--- src/rtl/mbx_fifo_pkg.sv ---
package mbx_fifo_pkg;
  localparam int ID_W      = 32;
  localparam int DLC_W     = 4;
  localparam int DATA_W    = 64;
  localparam int MAX_BYTES = DATA_W / 8;
  localparam int AW        = 4;
  localparam logic [7:0] KICK_CODE = 8'hFF;

  typedef struct packed {
    logic [ID_W-1:0]   id;
    logic [DLC_W-1:0]  dlc;
    logic [DATA_W-1:0] data;
  } mbx_frame_t;

  typedef enum logic [AW-1:0] {
    A_TX_ID   = 4'h0,
    A_TX_DLC  = 4'h1,
    A_TX_DLO  = 4'h2,
    A_TX_DHI  = 4'h3,
    A_TX_CTL  = 4'h4,
    A_TX_KICK = 4'h5,
    A_RX_ID   = 4'h8,
    A_RX_DLC  = 4'h9,
    A_RX_DLO  = 4'hA,
    A_RX_DHI  = 4'hB,
    A_RX_CTL  = 4'hC,
    A_RX_KICK = 4'hD,
    A_RX_IDN  = 4'hE,
    A_FLAGS   = 4'hF
  } mbx_addr_e;
endpackage

--- src/rtl/mbx_frame_fifo.sv ---
module mbx_frame_fifo
  import mbx_fifo_pkg::*;
#(
  parameter int DEPTH = 4,
  localparam int CNT_W = $clog2(DEPTH + 1)
) (
  input  logic             clk_i,
  input  logic             rst_ni,
  input  logic             flush_i,
  input  logic             push_i,
  input  mbx_frame_t       din_i,
  input  logic             pop_i,
  output mbx_frame_t       head_o,
  output logic [CNT_W-1:0] count_o,
  output logic             full_o,
  output logic             empty_o
);
  localparam int PTR_W = (DEPTH > 1) ? $clog2(DEPTH) : 1;

  mbx_frame_t       mem [DEPTH];
  logic [PTR_W-1:0] wr_ptr, rd_ptr;
  logic [CNT_W-1:0] count;
  logic             do_push, do_pop;

  function automatic logic [PTR_W-1:0] nxt(input logic [PTR_W-1:0] p);
    return (p == PTR_W'(DEPTH - 1)) ? '0 : p + 1'b1;
  endfunction

  assign full_o  = (count == CNT_W'(DEPTH));
  assign empty_o = (count == '0);
  assign do_push = push_i && !full_o;
  assign do_pop  = pop_i && !empty_o;
  assign count_o = count;
  assign head_o  = mem[rd_ptr];

  always_ff @(posedge clk_i or negedge rst_ni) begin
    if (!rst_ni) begin
      wr_ptr <= '0;
      rd_ptr <= '0;
      count  <= '0;
    end else if (flush_i) begin
      wr_ptr <= '0;
      rd_ptr <= '0;
      count  <= '0;
    end else begin
      if (do_push) wr_ptr <= nxt(wr_ptr);
      if (do_pop)  rd_ptr <= nxt(rd_ptr);
      count <= count + CNT_W'(do_push) - CNT_W'(do_pop);
    end
  end

  always_ff @(posedge clk_i) begin
    if (do_push && !flush_i) mem[wr_ptr] <= din_i;
  end

  // occupancy never exceeds the depth
  a_r4_no_overflow: assert property (@(posedge clk_i) disable iff (!rst_ni)
    count <= CNT_W'(DEPTH));

  // an accepted push alone raises the count by exactly one
  a_r2_push_step: assert property (@(posedge clk_i) disable iff (!rst_ni)
    (push_i && !full_o && !pop_i && !flush_i) |=> (count == $past(count) + 1'b1));

  // a pop request on an empty queue leaves it empty
  a_r6_no_underflow: assert property (@(posedge clk_i) disable iff (!rst_ni)
    (pop_i && empty_o && !push_i) |=> empty_o);
endmodule

--- src/rtl/mbx_ctrl_regs.sv ---
module mbx_ctrl_regs
  import mbx_fifo_pkg::*;
(
  input  logic          clk_i,
  input  logic          rst_ni,
  input  logic          we_i,
  input  logic [AW-1:0] waddr_i,
  input  logic [31:0]   wdata_i,
  input  logic          tx_full_i,
  input  logic          rx_empty_i,
  output mbx_frame_t    tx_stage_o,
  output logic          tx_en_o,
  output logic          rx_en_o,
  output logic          tx_push_o,
  output logic          rx_pop_o,
  output logic [1:0]    flags_o
);
  mbx_frame_t stage;
  logic       tx_en, rx_en;
  logic [1:0] flags, flag_set, flag_clr;
  logic       tx_kick, rx_kick;

  assign tx_kick = we_i && (waddr_i == A_TX_KICK) && (wdata_i[7:0] == KICK_CODE);
  assign rx_kick = we_i && (waddr_i == A_RX_KICK) && (wdata_i[7:0] == KICK_CODE);

  assign tx_push_o = tx_kick && tx_en && !tx_full_i;
  assign rx_pop_o  = rx_kick && rx_en && !rx_empty_i;

  assign flag_set = {rx_kick && rx_en && rx_empty_i, tx_kick && tx_en && tx_full_i};
  assign flag_clr = (we_i && waddr_i == A_FLAGS) ? wdata_i[1:0] : 2'b00;

  always_ff @(posedge clk_i or negedge rst_ni) begin
    if (!rst_ni) begin
      stage <= '0;
      tx_en <= 1'b0;
      rx_en <= 1'b0;
      flags <= '0;
    end else begin
      flags <= (flags & ~flag_clr) | flag_set;
      if (we_i) begin
        case (waddr_i)
          A_TX_ID:  stage.id          <= wdata_i;
          A_TX_DLC: stage.dlc         <= wdata_i[DLC_W-1:0];
          A_TX_DLO: stage.data[31:0]  <= wdata_i;
          A_TX_DHI: stage.data[63:32] <= wdata_i;
          A_TX_CTL: tx_en             <= wdata_i[0];
          A_RX_CTL: rx_en             <= wdata_i[0];
          default: ;
        endcase
      end
    end
  end

  assign tx_stage_o = stage;
  assign tx_en_o    = tx_en;
  assign rx_en_o    = rx_en;
  assign flags_o    = flags;

  // an advance on a full, enabled transmit queue raises the overflow flag
  a_r4_ovf_flag: assert property (@(posedge clk_i) disable iff (!rst_ni)
    (tx_kick && tx_en && tx_full_i) |=> flags[0]);

  // an advance on an empty, enabled receive queue raises the underflow flag
  a_r6_unf_flag: assert property (@(posedge clk_i) disable iff (!rst_ni)
    (rx_kick && rx_en && rx_empty_i) |=> flags[1]);

  // a flag with no set and no write stays where it was
  a_r11_flags_hold: assert property (@(posedge clk_i) disable iff (!rst_ni)
    (!we_i) |=> (flags_o == $past(flags_o)));
endmodule

--- src/rtl/mbx_rx_view.sv ---
module mbx_rx_view
  import mbx_fifo_pkg::*;
(
  input  mbx_frame_t  head_i,
  output logic [31:0] dlc_reg_o,
  output logic [63:0] data_o,
  output logic [31:0] idn_o
);
  logic [3:0] len;
  logic       ide;

  assign len = (head_i.dlc > 4'(MAX_BYTES)) ? 4'(MAX_BYTES) : head_i.dlc;
  assign dlc_reg_o = {20'b0, len, 4'b0, head_i.dlc};

  for (genvar b = 0; b < MAX_BYTES; b++) begin : g_byte
    assign data_o[b*8 +: 8] = (4'(b) < len) ? head_i.data[b*8 +: 8] : 8'h00;
  end

  assign ide   = head_i.id[31];
  assign idn_o = {head_i.id[31:30], 1'b0,
                  ide ? head_i.id[28:0] : {18'b0, head_i.id[28:18]}};
endmodule

--- src/rtl/mbx_fifo_pair.sv ---
module mbx_fifo_pair
  import mbx_fifo_pkg::*;
#(
  parameter int DEPTH = 4,
  localparam int CNT_W = $clog2(DEPTH + 1)
) (
  input  logic          clk_i,
  input  logic          rst_ni,
  input  logic          reg_we_i,
  input  logic [3:0]    reg_waddr_i,
  input  logic [31:0]   reg_wdata_i,
  input  logic [3:0]    reg_raddr_i,
  output logic [31:0]   reg_rdata_o,
  output logic          bus_tx_valid_o,
  output logic [31:0]   bus_tx_id_o,
  output logic [3:0]    bus_tx_dlc_o,
  output logic [63:0]   bus_tx_data_o,
  input  logic          bus_tx_ack_i,
  input  logic          bus_rx_valid_i,
  input  logic [31:0]   bus_rx_id_i,
  input  logic [3:0]    bus_rx_dlc_i,
  input  logic [63:0]   bus_rx_data_i,
  output logic          bus_rx_ready_o,
  output logic          tx_done_irq_o,
  output logic          rx_irq_o
);
  mbx_frame_t       tx_stage, tx_head, rx_in, rx_head_raw, rx_head;
  logic [CNT_W-1:0] tx_count, rx_count;
  logic             tx_full, tx_empty, rx_full, rx_empty;
  logic             tx_en, rx_en, tx_push, tx_pop, rx_push, rx_pop;
  logic [1:0]       flags;
  logic [2:0]       unsent;
  logic [31:0]      rx_dlc_reg, rx_idn;
  logic [63:0]      rx_data_m;
  logic             done_q;

  mbx_ctrl_regs u_regs (
    .clk_i, .rst_ni,
    .we_i(reg_we_i), .waddr_i(reg_waddr_i), .wdata_i(reg_wdata_i),
    .tx_full_i(tx_full), .rx_empty_i(rx_empty),
    .tx_stage_o(tx_stage), .tx_en_o(tx_en), .rx_en_o(rx_en),
    .tx_push_o(tx_push), .rx_pop_o(rx_pop), .flags_o(flags)
  );

  mbx_frame_fifo #(.DEPTH(DEPTH)) u_tx_fifo (
    .clk_i, .rst_ni, .flush_i(!tx_en),
    .push_i(tx_push), .din_i(tx_stage), .pop_i(tx_pop),
    .head_o(tx_head), .count_o(tx_count), .full_o(tx_full), .empty_o(tx_empty)
  );

  assign rx_in   = {bus_rx_id_i, bus_rx_dlc_i, bus_rx_data_i};
  assign rx_push = bus_rx_valid_i && bus_rx_ready_o;

  mbx_frame_fifo #(.DEPTH(DEPTH)) u_rx_fifo (
    .clk_i, .rst_ni, .flush_i(!rx_en),
    .push_i(rx_push), .din_i(rx_in), .pop_i(rx_pop),
    .head_o(rx_head_raw), .count_o(rx_count), .full_o(rx_full), .empty_o(rx_empty)
  );

  assign rx_head = rx_empty ? '0 : rx_head_raw;

  mbx_rx_view u_view (
    .head_i(rx_head), .dlc_reg_o(rx_dlc_reg), .data_o(rx_data_m), .idn_o(rx_idn)
  );

  // bus side
  assign bus_tx_valid_o = tx_en && !tx_empty;
  assign bus_tx_id_o    = bus_tx_valid_o ? tx_head.id   : '0;
  assign bus_tx_dlc_o   = bus_tx_valid_o ? tx_head.dlc  : '0;
  assign bus_tx_data_o  = bus_tx_valid_o ? tx_head.data : '0;
  assign tx_pop         = bus_tx_valid_o && bus_tx_ack_i;
  assign bus_rx_ready_o = rx_en && !rx_full;

  always_ff @(posedge clk_i or negedge rst_ni) begin
    if (!rst_ni) done_q <= 1'b0;
    else         done_q <= tx_pop;
  end

  assign tx_done_irq_o = done_q;
  assign rx_irq_o      = rx_en && !rx_empty;
  assign unsent        = 3'(tx_count);

  always_comb begin
    case (reg_raddr_i)
      A_TX_ID:  reg_rdata_o = tx_stage.id;
      A_TX_DLC: reg_rdata_o = {28'b0, tx_stage.dlc};
      A_TX_DLO: reg_rdata_o = tx_stage.data[31:0];
      A_TX_DHI: reg_rdata_o = tx_stage.data[63:32];
      A_TX_CTL: reg_rdata_o = {28'b0, unsent, tx_en};
      A_RX_ID:  reg_rdata_o = rx_head.id;
      A_RX_DLC: reg_rdata_o = rx_dlc_reg;
      A_RX_DLO: reg_rdata_o = rx_data_m[31:0];
      A_RX_DHI: reg_rdata_o = rx_data_m[63:32];
      A_RX_CTL: reg_rdata_o = {24'b0, rx_empty, 6'b0, rx_en};
      A_RX_IDN: reg_rdata_o = rx_idn;
      A_FLAGS:  reg_rdata_o = {30'b0, flags};
      default:  reg_rdata_o = '0;
    endcase
  end

  // frames are offered only while transmit is enabled
  a_r3_valid_needs_en: assert property (@(posedge clk_i) disable iff (!rst_ni)
    bus_tx_valid_o |-> tx_en);

  // every completion pulse follows an acknowledged offer
  a_r9_done_follows_ack: assert property (@(posedge clk_i) disable iff (!rst_ni)
    tx_done_irq_o |-> $past(bus_tx_valid_o && bus_tx_ack_i));

  // ready is never given to a full receive queue
  a_r5_ready_not_full: assert property (@(posedge clk_i) disable iff (!rst_ni)
    bus_rx_ready_o |-> (rx_count < CNT_W'(DEPTH)));

  // a disabled queue is empty one cycle later
  a_r10_flush: assert property (@(posedge clk_i) disable iff (!rst_ni)
    (!tx_en && !reg_we_i) |=> (tx_count == '0));
endmodule

--- config.mk ---
export PLATFORM = sky130hd
export DESIGN_NAME = mbx_fifo_pair
export DESIGN_NICKNAME = d
export VERILOG_FILES = /design/src/rtl/mbx_fifo_pkg.sv /design/src/rtl/mbx_frame_fifo.sv /design/src/rtl/mbx_ctrl_regs.sv /design/src/rtl/mbx_rx_view.sv /design/src/rtl/mbx_fifo_pair.sv
export SDC_FILE = /design/constraint.sdc
export NUM_CORES = 1
export LEC_CHECK = 0
export BUFFER_PORTS_ARGS = -buffer_cell sky130_fd_sc_hd__buf_2
export CORE_UTILIZATION = 58
export CTS_CLUSTER_DIAMETER = 100
export DETAILED_ROUTE_END_ITERATION = 6
export HOLD_SLACK_MARGIN = 0.02
export PLACE_DENSITY = 0.77
export SLEW_MARGIN = 10
export SYNTH_ARGS = -nofsm -noshare
export SYNTH_HDL_FRONTEND = slang
export SYNTH_SLANG_ARGS = --single-unit
--- constraint.sdc ---
create_clock -name clk_i -period 5.9 [get_ports clk_i]
set_input_delay 0.295 -clock clk_i [delete_from_list [all_inputs] [get_ports clk_i]]
set_output_delay 0.295 -clock clk_i [all_outputs]
set_load 0.02 [all_outputs]
# --- Yosys cells after proc, flatten, opt, wreduce, memory -nomap -nowiden ---
# Memories as Yosys holds them, arrays and structs flattened.
# Cells that the tools add are included.
totals:
  elab_cells: 136
  in_bits: 145
  ff_bits: 119
  out_inout_bits: 136
  mem_bits_rw: 800
  memories: 2
mem_list:
  columns: ["name", "words", "width", "rd", "rd_ports_with_merged_regs", "wr", "line", "source"]
  rows:
  - ["u_rx_fifo.mem", 4, 100, 1, 0, 1, "mbx_frame_fifo.sv:20", "mbx_frame_t mem [DEPTH];"]
  - ["u_tx_fifo.mem", 4, 100, 1, 0, 1, "mbx_frame_fifo.sv:20", null]
classes:
  order_cmp: 9
  n_reduce_logical: 36
  n_addsub: 8
  eq_ne: 30
  n_mux: 34
  bitwise: 3
ops:
  columns: ["op", "n"]
  rows:
  - ["$pmux 32 s12", 1]
  - ["$mux 100", 1]
  - ["$mux 64", 1]
  - ["$mux 8", 8]
  - ["$eq 4x4->1 const B", 10]
  - ["$mux 32", 1]
  - ["$mux 29", 1]
  - ["$mux 2", 13]
  - ["$logic_and 1x1->1", 22]
  - ["$eq 4x2->1 const B", 4]
  - ["$lt 3x4->1 const A", 4]
  - ["$eq 4x3->1 const B", 3]
  - ["$reduce_and 2->1", 6]
  - ["$add 2x1->2 const B", 4]
  - ["$eq 2x2->1 const B", 4]
  - ["$eq 4x1->1 const B", 2]
  - ["$eq 8x8->1 const B", 1]
  - ["$logic_not 4->1", 2]
  - ["$lt 1x4->1 const A", 2]
  - ["$lt 2x4->1 const A", 2]
  - ["$mux 4", 2]
  - ["$ne 2x1->1 const B", 4]
  - ["$add 3x1->3", 2]
  - ["$eq 3x3->1 const B", 2]
  - ["9 further kinds", 18]

# --- Longest topological paths before layout ---
depth:
  depth_word: 9
  ltp_mapped: 11
  mapped_depth_nobuf: 11

# --- Hierarchy ---
# A second synthesis with hierarchy kept.
hier_totals:
  cells_unflattened: 2027
  hier_area_um2: 38160.3
by_module_without_submodules:
  columns: ["module", "cells_each", "seq_area_each_um2", "area_each_um2", "n_inst"]
  rows:
  - ["mbx_frame_fifo (u_rx_fifo)", 569, 12186.7, 14900.5, 1]
  - ["mbx_frame_fifo (u_tx_fifo)", 570, 12186.7, 14900.5, 1]
  - ["mbx_ctrl_regs", 243, 2602.5, 4007.6, 1]
  - ["mbx_fifo_pair", 503, 25.0, 3349.5, 1]
  - ["mbx_rx_view", 142, 0.0, 1002.2, 1]

# --- Worst setup path before layout ---
# OpenSTA, ideal clock, no wires.
synth_timing:
  kind: "input-to-reg"
  from: "input port reg_waddr_i[1]"
  to: "memory u_tx_fifo.mem[0][0] (netlist name) (enable)"
  n_path_buf: 0
  t_arrival_ns: 3.565
  setup_time_ns: 0.470
  setup_slack_ns: 1.865
  required_time_ns: 5.430
  cell_stages: 4
  path_cell_list: "nand2b_1 nor4_1 a21boi_1 and2_1"
synth_between:
  elab_chain_cells: 9
synth_lines:
  columns: ["element", "line", "source"]
  rows:
  - ["from (decl)", "mbx_fifo_pair.sv:10", "input logic [3:0] reg_waddr_i,"]
  - ["$eq 4x3->1", "mbx_ctrl_regs.sv:23", "assign tx_kick = we_i && (waddr_i == A_TX_KICK) && (wdata_i[7:0] == KICK_CODE);"]
  - ["$logic_and 1x1->1 (2 in a row)", "mbx_ctrl_regs.sv:23", null]
  - ["$logic_and 1x1->1 (2 in a row)", "mbx_ctrl_regs.sv:26", "assign tx_push_o = tx_kick && tx_en && !tx_full_i;"]
  - ["$logic_and 1x1->1", "mbx_frame_fifo.sv:31", "assign do_push = push_i && !full_o;"]
  - ["$logic_and 1x1->1", "mbx_frame_fifo.sv:53", "if (do_push && !flush_i) mem[wr_ptr] <= din_i;"]
  - ["$mux 1", "mbx_frame_fifo.sv:53", null]
  - ["$mux 1 (not written as such)", "mbx_frame_fifo.sv:53", null]
  - ["to (decl)", "mbx_frame_fifo.sv:20", null]
# No other way between the ends.

# --- Worst setup path in the final report ---
layout_timing:
  from: "register u_rx_fifo.rd_ptr[0]"
  to: "output port reg_rdata_o[20]"
layout_between:
  elab_chain_cells: 7
  word_cells_on_any_way: 10
  cone_classes: "order compare (3); mux (6); memory (1)"
layout_lines:
  columns: ["element", "line", "source"]
  rows:
  - ["from (decl)", "mbx_frame_fifo.sv:21", "logic [PTR_W-1:0] wr_ptr, rd_ptr;"]
  - ["from (signal assigned)", "mbx_frame_fifo.sv:47", "if (do_pop) rd_ptr <= nxt(rd_ptr);"]
  - ["$mem_v2 4x100 *", null, null]
  - ["$mux 100 *", "mbx_fifo_pair.sv:60", "assign rx_head = rx_empty ? '0 : rx_head_raw;"]
  - ["$gt 4x4->1", "mbx_rx_view.sv:12", "assign len = (head_i.dlc > 4'(MAX_BYTES)) ? 4'(MAX_BYTES) : head_i.dlc;"]
  - ["$mux 4", "mbx_rx_view.sv:12", null]
  - ["$lt 3x4->1 / $lt 2x4->1 (equally long branches)", "mbx_rx_view.sv:16", "assign data_o[b*8 +: 8] = (4'(b) < len) ? head_i.data[b*8 +: 8] : 8'h00;"]
  - ["$mux 8", "mbx_rx_view.sv:16", null]
  - ["$pmux 32 s12 *", "mbx_fifo_pair.sv:84", "case (reg_raddr_i)"]
  - ["to (decl)", "mbx_fifo_pair.sv:13", "output logic [31:0] reg_rdata_o,"]
# Mark *: on every way between the ends. The rest lies on a longest branch, timed or not.

==> impl_metrics.toml <==
[sta]
post-route-period-util_pct = 70.8
fin_setup_tns_ns = 0
rsz0062_at_grt = "false"
fin_crit_ns = 4.18
fin_worst_skew_ns = 0.0288
max_slew_margin_pct = 21.6
hold_viol_final = 0
worst_slew_pin_slew_ns = 1.17
max_freq_ghz = 0.239
slew_violations = 0
setup_slack_ns = 1.72
finalSetupViolCount = 0

[placed_design]
dp_hpwl_mm = 51.1
finalWeightedCongestion = 0.841
place_ws_ns = 2.14
numPortBuffers = 280

[setup_path]
r2r-end = "u_tx_fifo.mem[3][22]"
crit_chain = "mux4_2 > a21o_1 > a222oi_1 > nand2_1 > buf_2"
critical_path_class = "flip-flop to output port"
timing.rr.start = "u_regs.tx_en_o"
crit_path_end_kind = "output port"
reg2reg_setup_slack_ns = 2.48
endpoint = "reg_rdata_o[20]"
critPathLaunchType = "flip-flop"
critPathRequiredTime_ns = 5.61
crit_fanout = 37
crit_path_top_delay_cell = "dfrtp_4"
worstPathArrival_ns = 3.88
cp-startpoint = "u_rx_fifo.rd_ptr[0]"
reg2regPathDepth = 5
critPathMaxStageDelay_ns = 0.90

[logic_synthesis]
async_reset_ff_share_pct = 12.9
synth_cell_types = 64
ys_ff_latch = 919
yosys.area.top_type = "edfxtp_1"
synth_cells = 1802
syn_area_um2 = 36300
synthTopCellsByArea = "edfxtp_1 66%, mux4_2 12%, dfrtp_1 8.2%"
synthFlopType = "edfxtp_1"
ys_seq_area_share_pct = 74.4
postSynthNetCount = 1962
synth.avg_cell_area_um2 = 20.1
yosys_warnings = 0
yosysTopAreaCellShare_pct = 66.2
synth_edf_count = 800

[floorplan]
ioPinCount = 281
die_area_um2 = 63600
start_util_pct = 58.8
core.rowCount = 91
core_um2 = 61700
die_h_um = 252
die_w_um = 252

[pwr]
p_sw_share_pct = 22.4
p_comb_share_pct = 7.2
p_int_mw = 11.2
clkPwrFrac_pct = 38.0
p_leak_nw = 14.9
power.density_nw_per_um2 = 338
power_frac_seq_pct = 54.8
p_switching_mw = 3.23
ir_worst_vdd_v = 0.000293

[clocking]
cts-root-buf = "clkbuf_16"
cts_buffer_depth = 3
htreeDepth = 3
postCtsResizedCells = 0
clock_latency_ns = 0.63
clk_pin_slew_ns = 0.06
cts_sinks = 919
cts_buffers = 88
cts_tree = "yes"

[hold_path]
hold_path.class = "input pin to flip-flop"

[status]
outcome = "finished clean"

[detailed_routing]
drc = 0
wl_per_cell_um = 27.0
via_per_inst = 6.13
routed_wl_mm = 85.1
dr_total_vias = 19300
firstDrtPassIters = 6
drt_iter0_markers = 1915
antenna_left = 0

[finish]
regArea_um2 = 27000
drive_gt1_share_pct = 32.2
area_growth_pct = 17.9
nFillCells = 3849
multiInputGateArea_um2 = 8820
nets = 2401
final_core_util_pct = 69.3

[global_routing]
grt_max_degree = 103
grt-ovfl-total = 0
grt_antenna_before_repair = 7
grt_pass1_vias = 19800
grt_usage_pct = 27.1
grt_pass1_wl_mm = 125

[run]
max_cap_viol_count = 0
-- critical path: cells and delay by family, from the launching register on --
family                 cells  cell delay [ns]
AO/OA/AOI/OAI              2             1.20
multiplexers               1             0.79
buffers and inverters      1             0.19
AND/OR/NAND/NOR            1             0.16
flip-flops                 1             0.90
-- cell families (layout without fill, tap and decap cells) --
| family | count (synthesis) | in the layout | synth area share, % |
|---|---|---|---|
| other | 0 | 3 | 0 |
| DFF | 919 | 919 | 74.4 |
| xor gates and xnor gates | 5 | 5 | 0.121 |
| muxes | 346 | 346 | 16.9 |
| AOI/OAI and AO/OA | 118 | 118 | 2.29 |
| buffers and inverters | 114 | 626 | 1.41 |
| adders and majority gates | 15 | 15 | 0.559 |
| and+or+nand+nor | 285 | 285 | 4.26 |
-- synthesized netlist by cell type (all sizes together), types with 5 or more instances --
cell / number
edfxtp: 800
mux4: 202
dfrtp: 119
and2: 114
mux2: 105
nand2: 71
buf: 48
clkbuf: 46
mux2i: 39
o21ai: 36
a22oi: 27
nand3: 25
nor2: 21
inv: 20
ha: 13
a21oi: 9
and3: 8
nand2b: 8
nand4: 7
a222oi: 6
nor2b: 6
nand3b: 5
o22ai: 5
-- metrics by stage --
step / cells / instance area, um2 / hold slack (ns) / power, mW
2_1_floorplan: 1802 / 36300 / -0.000591 / 8.47
3_3_place_gp: 2852 / 38600 / 0.498 / 8.90
3_5_place_dp: 2852 / 38600 / 0.502 / 8.97
4_1_cts: 3151 / 42800 / 0.0246 / 14.5
5_1_grt: 3153 / 42800 / 0.0558 / 14.8
6_report: 3154 / 42800 / 0.0604 / 14.4
-- worst min path at each step --
| stage | startpoint | cells past startpoint | to | slack (ns) |
|---|---|---|---|---|
| 6_report | reg_wdata_i[1] | 2 | u_regs.tx_stage_o[33] | 0.06 |
| 2_1_floorplan | rst_ni | 0 | tx_done_irq_o | -0.0006 |
| 3_5_place_dp | u_regs.flags_o[0] | 1 | u_regs.flags_o[0] | 0.50 |
| 3_3_place_gp | u_regs.flags_o[0] | 1 | u_regs.flags_o[0] | 0.50 |
| 4_1_cts | reg_wdata_i[1] | 2 | u_regs.tx_stage_o[33] | 0.02 |
| 5_1_grt | reg_wdata_i[1] | 2 | u_regs.tx_stage_o[65] | 0.06 |
-- cell usage in the layout (no fill, tap or decap), drive strengths merged, types with 9 or more instances in the layout --
| cell | instances |
|---|---|
| clkinv | 26 |
| dfrtp | 119 |
| mux2 | 105 |
| mux4 | 202 |
| buf | 307 |
| and2 | 114 |
| nand2 | 71 |
| nand3 | 25 |
| o21ai | 36 |
| mux2i | 39 |
| inv | 23 |
| edfxtp | 800 |
| a21oi | 9 |
| dlygate4sd3 | 136 |
| a22oi | 27 |
| ha | 13 |
| nor2 | 21 |
| clkbuf | 125 |
-- power groups by stage --
stage / Combinational (mW) / Clock [mW] / Sequential [mW]
detailed placement: 0.946 / 0 / 8.02
finish: 1.04 / 5.49 / 7.90
floorplan: 0.554 / 0 / 7.91
CTS: 1.04 / 5.54 / 7.89
global placement: 0.920 / 0 / 7.98
global route: 1.10 / 5.78 / 7.94
-- area by class of cell --
type	count	share of cell area, %
diodes	3	0.0176
inverters	20	0.176
clock buffers	125	5.69
flip-flops and latches	919	63.2
well taps	837	2.45
clock inverters	38	0.857
repair buffers	443	7.00
multi-input cells	769	20.6
-- registers in the layout (all words and copies together), names as in the netlist, 2 cells and up --
signal / flops
u_tx_fifo.count_o: 3
u_tx_fifo.wr_ptr: 2
u_rx_fifo.rd_ptr: 2
u_rx_fifo.wr_ptr: 2
u_rx_fifo.mem: 400
u_regs.tx_stage_o: 100
u_tx_fifo.rd_ptr: 2
u_rx_fifo.count_o: 3
u_regs.flags_o: 2
u_tx_fifo.mem: 400
-- metal layers --
| layer | track usage, % | vias up | routed length [um] |
|---|---|---|---|
| met5 | 0 | - | 57 |
| met4 | 8.76 | 8 | 2260 |
| met3 | 5.25 | 148 | 6560 |
| met2 | 44.5 | 930 | 43200 |
| met1 | 37.1 | 10000 | 33100 |
| li1 | - | 8192 | - |
-- what timing repair did --
action                    in CTS  in global routing
setup buffers                  0                  0
hold buffers                 136                  0
hold endpoints to repair     570                  0
Note: power is estimated with default switching activity, not from simulation.
